File: config.mk
export PLATFORM = sky130hd
export DESIGN_NAME = qc_chan
export DESIGN_NICKNAME = d
export VERILOG_FILES = /design/src/rtl/qc_pkg.sv /design/src/rtl/qc_input_filter.sv /design/src/rtl/qc_step_decode.sv /design/src/rtl/qc_count_core.sv /design/src/rtl/qc_chan.sv
export SDC_FILE = /design/constraint.sdc
export NUM_CORES = 1
export LEC_CHECK = 0
export BUFFER_PORTS_ARGS = -buffer_cell sky130_fd_sc_hd__buf_2
export CAP_MARGIN = 20
export CORE_ASPECT_RATIO = 1.75
export CORE_MARGIN = 4
export CORE_UTILIZATION = 50
export CTS_BUF_LIST = sky130_fd_sc_hd__clkbuf_8 sky130_fd_sc_hd__clkbuf_16
export CTS_CLUSTER_DIAMETER = 40
export DETAILED_ROUTE_END_ITERATION = 7
export PLACE_DENSITY = 0.66
export SETUP_SLACK_MARGIN = 0.05
export SLEW_MARGIN = 20
export SYNTH_ARGS = -nofsm -noshare
export SYNTH_HDL_FRONTEND = slang
export SYNTH_SLANG_ARGS = --single-unit
export TNS_END_PERCENT = 50
File: constraint.sdc
create_clock -name clk -period 8.55 [get_ports clk]
set_input_delay 0 -clock clk [delete_from_list [all_inputs] [get_ports clk]]
set_output_delay 0 -clock clk [all_outputs]
set_load 0.02 [all_outputs]
File: src/rtl/qc_pkg.sv
package qc_pkg;
  localparam int BYTE_W = 8;

  // command byte target select, bits [7:5]
  typedef enum logic [2:0] {
    SEL_RLD = 3'd0,
    SEL_CMR = 3'd1,
    SEL_IOR = 3'd2,
    SEL_IDX = 3'd3
  } ctl_sel_e;

  // transfer field of a reload command, bits [4:3]
  typedef enum logic [1:0] {
    XF_NONE  = 2'd0,
    XF_LATCH = 2'd1,
    XF_LOAD  = 2'd2,
    XF_PSC   = 2'd3
  } xfer_e;

  typedef enum logic [1:0] {
    SC_CLKDIR = 2'd0,
    SC_X1     = 2'd1,
    SC_X2     = 2'd2,
    SC_X4     = 2'd3
  } scale_e;

  // status byte bits [5:0], MSB first
  typedef struct packed {
    logic up;
    logic err;
    logic sign;
    logic cmp;
    logic carry;
    logic borrow;
  } status_t;
endpackage

File: src/rtl/qc_input_filter.sv
module qc_input_filter #(
  parameter int PSC_W       = 8,
  parameter int SYNC_STAGES = 2
) (
  input  logic             clk,
  input  logic             rst,
  input  logic             a_in,
  input  logic             b_in,
  input  logic [PSC_W-1:0] psc,
  input  logic             psc_load,
  output logic [1:0]       ab_prv,
  output logic [1:0]       ab_cur,
  output logic             sample
);
  logic [SYNC_STAGES-1:0] sa_q, sb_q;
  logic [PSC_W-1:0]       div_q;
  logic                   tick;

  always_ff @(posedge clk) begin
    if (rst) begin
      sa_q <= '0;
      sb_q <= '0;
    end else begin
      sa_q <= {sa_q[SYNC_STAGES-2:0], a_in};
      sb_q <= {sb_q[SYNC_STAGES-2:0], b_in};
    end
  end

  assign tick = (div_q == psc);

  always_ff @(posedge clk) begin
    if (rst || psc_load) div_q <= '0;
    else if (tick)       div_q <= '0;
    else                 div_q <= div_q + PSC_W'(1);
  end

  always_ff @(posedge clk) begin
    if (rst) begin
      ab_prv <= 2'b00;
      ab_cur <= 2'b00;
      sample <= 1'b0;
    end else begin
      sample <= tick;
      if (tick) begin
        ab_prv <= ab_cur;
        ab_cur <= {sa_q[SYNC_STAGES-1], sb_q[SYNC_STAGES-1]};
      end
    end
  end
endmodule

File: src/rtl/qc_step_decode.sv
module qc_step_decode (
  input  qc_pkg::scale_e scale,
  input  logic [1:0]     ab_prv,
  input  logic [1:0]     ab_cur,
  output logic           step,
  output logic           up,
  output logic           illegal
);
  import qc_pkg::*;
  logic [1:0] chg;
  logic       both, a_rise, qdir;

  always_comb begin
    chg     = ab_prv ^ ab_cur;
    both    = &chg;
    a_rise  = ~ab_prv[1] & ab_cur[1];
    qdir    = ab_cur[1] ^ ab_prv[0];
    illegal = (scale != SC_CLKDIR) & both;
    step    = 1'b0;
    up      = qdir;
    unique case (scale)
      SC_CLKDIR: begin step = a_rise;           up = ab_cur[0]; end
      SC_X1:     step = a_rise & ~both;
      SC_X2:     step = chg[1] & ~both;
      SC_X4:     step = (|chg) & ~both;
      default:   step = 1'b0;
    endcase
  end
endmodule

File: src/rtl/qc_count_core.sv
module qc_count_core #(
  parameter int CNT_W = 24
) (
  input  logic             clk,
  input  logic             rst,
  input  logic             step_v,
  input  logic             up,
  input  logic             illegal_v,
  input  logic             load,
  input  logic             clr_flags,
  input  logic             clr_err,
  input  logic [CNT_W-1:0] load_val,
  input  logic [CNT_W-1:0] cmp_val,
  output logic [CNT_W-1:0] cnt,
  output qc_pkg::status_t  st
);
  localparam logic [CNT_W-1:0] TOP = '1;
  logic             adv, wrap_hi, wrap_lo;
  logic [CNT_W-1:0] nxt;

  always_comb begin
    adv     = step_v & ~load;
    nxt     = up ? cnt + CNT_W'(1) : cnt - CNT_W'(1);
    wrap_hi = adv & up & (cnt == TOP);
    wrap_lo = adv & ~up & (cnt == '0);
  end

  always_ff @(posedge clk) begin
    if (rst) begin
      cnt <= '0;
      st  <= '0;
    end else begin
      if (load)     cnt <= load_val;
      else if (adv) cnt <= nxt;
      if (adv) st.up <= up;
      if (clr_flags) begin
        st.borrow <= 1'b0;
        st.carry  <= 1'b0;
        st.cmp    <= 1'b0;
        st.sign   <= 1'b0;
      end else begin
        if (wrap_lo) begin
          st.borrow <= ~st.borrow;
          st.sign   <= 1'b1;
        end
        if (wrap_hi) begin
          st.carry <= ~st.carry;
          st.sign  <= 1'b0;
        end
        if (adv && nxt == cmp_val) st.cmp <= 1'b1;
      end
      if (clr_err)        st.err <= 1'b0;
      else if (illegal_v) st.err <= 1'b1;
    end
  end
endmodule

File: src/rtl/qc_chan.sv
module qc_chan #(
  parameter int CNT_BYTES   = 3,
  parameter int PSC_W       = 8,
  parameter int SYNC_STAGES = 2
) (
  input  logic       clk,
  input  logic       rst,
  input  logic       bus_wr,
  input  logic       bus_rd,
  input  logic       bus_addr,
  input  logic [7:0] bus_wdata,
  output logic [7:0] bus_rdata,
  input  logic       enc_a,
  input  logic       enc_b
);
  import qc_pkg::*;
  localparam int CNT_W  = CNT_BYTES * BYTE_W;
  localparam int NBYTES = CNT_BYTES;
  localparam int BP_W   = (NBYTES > 1) ? $clog2(NBYTES) : 1;
  localparam logic [BP_W-1:0] BP_LAST = BP_W'(NBYTES - 1);

  logic [NBYTES-1:0][BYTE_W-1:0] preset_q, latch_q;
  logic [BP_W-1:0]  bp_q;
  logic [PSC_W-1:0] psc_q;
  scale_e           scale_q;
  logic             ab_en_q;
  logic [7:0]       rdata_q;

  ctl_sel_e sel;
  xfer_e    xf;
  logic wr_data, rd_data, wr_ctl, rd_ctl, is_rld;
  logic cmd_bp_rst, cmd_clr_flags, cmd_clr_err, cmd_latch, cmd_load, cmd_psc;

  logic [1:0]       ab_prv, ab_cur;
  logic             sample, step, up, illegal;
  logic [CNT_W-1:0] cnt_w;
  status_t          status_w;

  always_comb begin
    sel           = ctl_sel_e'(bus_wdata[7:5]);
    xf            = xfer_e'(bus_wdata[4:3]);
    wr_data       = bus_wr & ~bus_addr;
    rd_data       = bus_rd & ~bus_addr;
    wr_ctl        = bus_wr & bus_addr;
    rd_ctl        = bus_rd & bus_addr;
    is_rld        = wr_ctl & (sel == SEL_RLD);
    cmd_bp_rst    = is_rld & bus_wdata[0];
    cmd_clr_flags = is_rld & bus_wdata[1];
    cmd_clr_err   = is_rld & bus_wdata[2];
    cmd_latch     = is_rld & (xf == XF_LATCH);
    cmd_load      = is_rld & (xf == XF_LOAD);
    cmd_psc       = is_rld & (xf == XF_PSC);
  end

  always_ff @(posedge clk) begin
    if (rst) begin
      bp_q <= '0;
    end else if (cmd_bp_rst) begin
      bp_q <= '0;
    end else if (wr_data || rd_data) begin
      bp_q <= (bp_q == BP_LAST) ? '0 : bp_q + BP_W'(1);
    end
  end

  always_ff @(posedge clk) begin
    if (rst) begin
      preset_q <= '0;
      latch_q  <= '0;
      psc_q    <= '0;
      scale_q  <= SC_CLKDIR;
      ab_en_q  <= 1'b0;
    end else begin
      if (wr_data)   preset_q[bp_q] <= bus_wdata;
      if (cmd_latch) latch_q <= cnt_w;
      if (cmd_psc)   psc_q <= preset_q[0][PSC_W-1:0];
      if (wr_ctl && sel == SEL_CMR) scale_q <= scale_e'(bus_wdata[4:3]);
      if (wr_ctl && sel == SEL_IOR) ab_en_q <= bus_wdata[0];
    end
  end

  always_ff @(posedge clk) begin
    if (rst)          rdata_q <= '0;
    else if (rd_data) rdata_q <= latch_q[bp_q];
    else if (rd_ctl)  rdata_q <= {2'b00, status_w};
  end
  assign bus_rdata = rdata_q;

  qc_input_filter #(.PSC_W(PSC_W), .SYNC_STAGES(SYNC_STAGES)) filt_i (
    .clk(clk), .rst(rst), .a_in(enc_a), .b_in(enc_b),
    .psc(psc_q), .psc_load(cmd_psc),
    .ab_prv(ab_prv), .ab_cur(ab_cur), .sample(sample)
  );

  qc_step_decode dec_i (
    .scale(scale_q), .ab_prv(ab_prv), .ab_cur(ab_cur),
    .step(step), .up(up), .illegal(illegal)
  );

  qc_count_core #(.CNT_W(CNT_W)) core_i (
    .clk(clk), .rst(rst),
    .step_v(sample & step & ab_en_q), .up(up),
    .illegal_v(sample & illegal & ab_en_q),
    .load(cmd_load), .clr_flags(cmd_clr_flags), .clr_err(cmd_clr_err),
    .load_val(preset_q), .cmp_val(preset_q),
    .cnt(cnt_w), .st(status_w)
  );
endmodule

# Yosys cells after proc, flatten, opt, wreduce, memory -nomap -nowiden
# Index checks and enable logic that the tools add are counted.
# totals
elab_cells,108
inputBits,15
out_inout_bits,8
register_bits,116
# op_classes
muxes,13
eq_ne,12
addsub,4
bitwise_logic,34
order_cmp,2
reduce_logical,19
# op_table
cell,count
$mux W24,3
$mux W8,4
$and A1 B1 Y1,25
$add A24 B1 Y24 const B,1
$bwmux W24,1
$eq A24 B24 Y1,1
$eq A24 B24 Y1 const B,1
$logic_not A24 Y1,1
$sub A24 B1 Y24 const B,1
$bmux W8 S2,1
$demux W8 S2,1
$eq A2 B2 Y1 const B,5
$reduce_or A2 Y1,5
$add A8 B1 Y8 const B,1
$eq A8 B8 Y1,1
$not A1 Y1,7
$reduce_bool A2 Y1,3
$eq A2 B1 Y1 const B,2
$logic_and A1 B1 Y1,4
$pmux W1 S4,1
$eq A3 B1 Y1 const B,1
$eq A3 B2 Y1 const B,1
$logic_not A3 Y1,1
$lt A2 B3 Y1 const B,1
other kinds (10),11

# Depth between registers and ports, before layout
# depth
ltp_word,11
depth_mapped,15
mapped_depth_nobuf,12

# Modules after synthesis
# From an unflattened synthesis, not the netlist that was laid out.
# hier_totals
hier_cells,847
hier_area_um2,7338.3
# by_module_without_submodules
mod,area_each_um2,seq_area_each_um2,cells_each,n_inst
qc_count_core,3303.2,600.6,431,1
qc_chan,3194.3,1381.3,335,1
qc_input_filter,759.5,340.3,69,1
qc_step_decode,81.3,0.0,12,1

# Worst setup path before layout
# No wires, ideal clock.
# synth_timing
path_type,flip-flop to flip-flop
start,register scale_q[1]
end,register core_i.cnt[22]
synth_period_minus_slack_ps,3442
t_required_ps,8459
setup_time_ps,91
n_path_buf,3
slack_ps,5108
stages_incl_launch_ff,16
arrival_time_ps,3351
cell_sequence,dfxtp_1 or2_0 buf_2 a21oi_4 buf_2 buf_1 xnor2_1 ha_1 nor4_2 nand2_1 and4_1 o22ai_2 a21oi_1 o21ai_1 or3b_1 a311oi_1
# synth_between
elab_chain_len,6
elab_cells_between_ends,13
cone_classes,eq/ne (3); mux (5); bitwise (3); reduce/logical (2)
# synth_rtl
element,line_no,rtl
"start, declared",qc_chan.sv:25,scale_e scale_q;
"start signal, assigned",qc_chan.sv:76,if (wr_ctl && sel == SEL_CMR) scale_q <= scale_e'(bus_wdata[4:3]);
$eq A2 B2 Y1 (tied with other cells),qc_step_decode.sv:21,unique case (scale)
$pmux W1 S4,qc_step_decode.sv:21,
$and A1 B1 Y1 (2 in series),qc_chan.sv:101,".step_v(sample & step & ab_en_q), .up(up),"
$and A1 B1 Y1,qc_count_core.sv:22,adv = step_v & ~load;
$reduce_bool A2 Y1 (no line),-,
"end signal, assigned",qc_count_core.sv:33,if (load) cnt <= load_val;
"end signal, assigned",qc_count_core.sv:34,else if (adv) cnt <= nxt;
"end, declared",qc_count_core.sv:14,"output logic [CNT_W-1:0] cnt,"
# Several ways; a longest one is shown, not always the timed one. The select of a mux whose other input is x is not followed.
# A chain may end at the register's enable or synchronous reset.

# Final worst setup path
# layout_timing
start,register scale_q[1]
end,register core_i.st[2] (netlist name)
# layout_between
elab_chain_len,6
elab_cells_between_ends,12
cone_classes,eq/ne (4); mux (3); bitwise (3); reduce/logical (2)
# layout_rtl
element,line_no,rtl
$eq A2 B2 Y1 (tied with other cells),qc_step_decode.sv:21,
$pmux W1 S4,qc_step_decode.sv:21,
$and A1 B1 Y1 (2 in series),qc_chan.sv:101,
$and A1 B1 Y1,qc_count_core.sv:22,
$logic_and A1 B1 Y1 (*),qc_count_core.sv:50,if (adv && nxt == cmp_val) st.cmp <= 1'b1;
"end, declared",qc_count_core.sv:15,output qc_pkg::status_t st
# Every way passes the cells marked *; elsewhere a longest branch is shown, timed or not.

==> results_dict.tcl <==
set metrics [dict create \
    comb_power_share 0.097 \
    dp_slack_ps 4590 \
    syn_avg_cell_area_um2 7.83 \
    cts_tree "built" \
    final-hold-violation-count 0 \
    powerDensity_nw_per_um2 182 \
    final_util 0.569 \
    drtPass1Iterations 5 \
    status "finished, final reports clean" \
    critPathMaxFanout 44 \
    startpoint_type "flip-flop" \
    antenna_found_initial 0 \
    grt_max_degree 102 \
    peakVddDrop_mv 0.142 \
    synthXorXnorAreaFrac 0.0983 \
    ios 23 \
    vias_per_cell 6.18 \
    clkPwrFrac 0.501 \
    power_mw 1.40 \
    synth_edf_count 0 \
    min_period_over_period 0.472 \
    syn_inst 886 \
    cts_buffers 17 \
    setup_viol 0 \
    numPortBuffers 22 \
    dp_hpwl_um 17900 \
    clkTransAtPathRegs_ps 60 \
    wl_per_cell_um 22.7 \
    async_reset_ff_frac 0 \
    synth_top_family_by_area "simple AND/OR/NAND/NOR gates" \
    synth_mux_area_frac 0.0702 \
    fin_crit_ps 4030 \
    syn_area_um2 6940 \
    p_leak_nw 2.91 \
    grt_use_total 0.306 \
    die_x_um 97.0 \
    hp-class "in2reg" \
    critPathKind "reg2reg" \
    synth_compound_area_frac 0.159 \
    holdBufCountCts 12 \
    post_cts_resize_count 0 \
    skew_ps 10.6 \
    die-area_um2 15900 \
    drt_iter0_markers 436 \
    cpPeakStageDelay_ps 660 \
    synth_adder_area_share 0.00902 \
    num_vias 6540 \
    maxCapViolations 0 \
    grt_pass1_vias 6518 \
    drv_slew 0 \
    yosys.area_share.simple 0.276 \
    ys_seq_area_frac 0.335 \
    tightest_slew_ps 1070 \
    synth_warnings 0 \
    drive_gt1_frac 0.0949 \
    maxSlewHeadroom 0.287 \
    area_growth_pct 10.9 \
    required_ps 8880 \
    critPathArrivalTime_ps 4360 \
    rsz0062_at_grt "false" \
    grt_pass1_wl_um 37400 \
    num-nets-final 892 \
    root_buffer "clkbuf_16" \
    core_area_um2 13500 \
    cp_slowest_cell "inv_2" \
    die_h_um 164 \
    cts_htree_levels 4 \
    p_sw_frac 0.277 \
    synth_nets 906 \
    clock-sinks 116 \
    crit_path_end_kind "flip-flop" \
    fmax_mhz 248 \
    p_sw_mw 0.388 \
    drc 0 \
    synthDistinctLibCells 77 \
    placementRows 56 \
    postCtsSetupBuffers 0 \
    grt_overflow_total 0 \
    gp_congestion 0.999 \
    fin_ws_ps 4520 \
    ys_ff_latch 116 \
    tns_ps 0 \
    wl_um 24100 \
    worstSkewPairLatency_ps 410 \
    synthFlopType "dfxtp_1" \
    initial_utilization 0.513 \
    cts_max_path_buffers 2 \
    worstPathCellList "or2_0 -> a21oi_4 -> buf_4 -> inv_2 -> ha_1 -> xnor2_1 -> nor2_1 -> a2111oi_2 -> and4bb_1 -> nand4_1 -> o31ai_2" \
    power.internal_mw 1.02 \
    drtAntennaViolNets 0 \
    pwr-share-seq 0.401 \
    n_antenna_cell 0 \
]
==> sequential cells by signal (all words and copies together) (netlist names) <==
signal,cells
ab_en_q,1
bp_q,2
bus_rdata,8
core_i.cnt,24
core_i.st,6
filt_i.ab_cur,2
filt_i.ab_prv,2
filt_i.div_q,8
filt_i.sa_q,2
filt_i.sample,1
filt_i.sb_q,2
latch_q,24
preset_q,24
psc_q,8
scale_q,2
==> worst max-delay path, delay by kind of cell (launching register included) <==
kind,cells,cell delay (ps)
AND/OR/NAND/NOR,4,960
buffers and inverters,2,960
XOR/XNOR,1,410
adder cells (fa/ha/maj),1,430
flip-flops,1,460
AO/OA/AOI/OAI,3,690
==> final timing paths <==
check	startpoint	endpoint	slack (ps)	depth (start not counted)
worst min register to register	filt_i.sb_q[0]	filt_i.sb_q[1]	450	1
worst max-delay path	scale_q[1]	core_i.st[2]	4520	11
worst max register to register	scale_q[1]	core_i.st[2]	4520	11
worst min-delay path	bus_wr	bp_q[1]	90	4
==> cells in the final DEF (no fill, tap or decap), drive strengths merged, types with 23 or more instances in the layout <==
cell / n
a211oi: 34
a21oi: 71
buf: 28
dfxtp: 116
mux2i: 44
nand2: 110
nand3: 26
nor2: 122
nor3: 23
xnor2: 59
==> per-stage QoR <==
stage	instances	instance area (um^2)	hold WS (ps)
final	1059	7700	94.7
after global routing	1059	7700	110
after CTS	1059	7700	72.4
after detailed placement	1015	7000	218
after global placement	1015	7000	216
after floorplan	886	6940	96.7
==> power groups by stage <==
stage               sequential (mW)  clock, mW  combinational [mW]
global route                  0.564      0.737               0.147
detailed placement            0.575          0               0.130
floorplan                     0.566          0              0.0977
global placement              0.575          0               0.130
CTS                           0.563      0.712               0.135
finish                        0.564      0.703               0.137
==> per-layer routing <==
metal	up-vias	GRT usage	share of wire
met5	-	0	0
met2	234	0.542	0.51
li1	3103	-	-
met1	3117	0.333	0.37
met4	0	0.220	0.079
met3	86	0.0421	0.042
==> layout make-up <==
type / instances / area, um^2
Fill cell: 1307 / 5830
Clock inverter: 14 / 140
Clock buffer: 18 / 439
Sequential cell: 116 / 2320
Timing Repair Buffer: 40 / 278
Multi-Input combinational cell: 685 / 4250
Tap cell: 174 / 218
Inverter: 12 / 45.0
==> synthesized netlist by cell type, types with 6 or more instances <==
cell,instances,share of area
nor2b_1,11,0.0099
nor3_1,22,0.016
a31oi_1,6,0.0054
o211ai_1,6,0.0065
a21oi_1,70,0.050
nand4_1,20,0.018
a211oi_1,34,0.037
mux2i_1,43,0.062
or4_1,6,0.0065
nor2_1,122,0.066
o21ai_0,8,0.0058
clkbuf_1,50,0.027
nand2_1,110,0.060
dfxtp_1,116,0.33
buf_2,16,0.012
nand3b_1,6,0.0065
nor4_1,12,0.011
and3_1,12,0.011
inv_1,11,0.0060
xor2_1,18,0.023
nand3_1,26,0.019
xnor2_1,58,0.073
==> cell families after synthesis <==
logic type | count (synthesis)
buffers and inverters | 85
muxes | 47
DFF | 116
AOI/OAI and AO/OA | 166
adders and majority gates | 5
and+or+nand+nor | 390
xor gates and xnor gates | 77
Note: power is estimated with default switching activity, not from simulation.
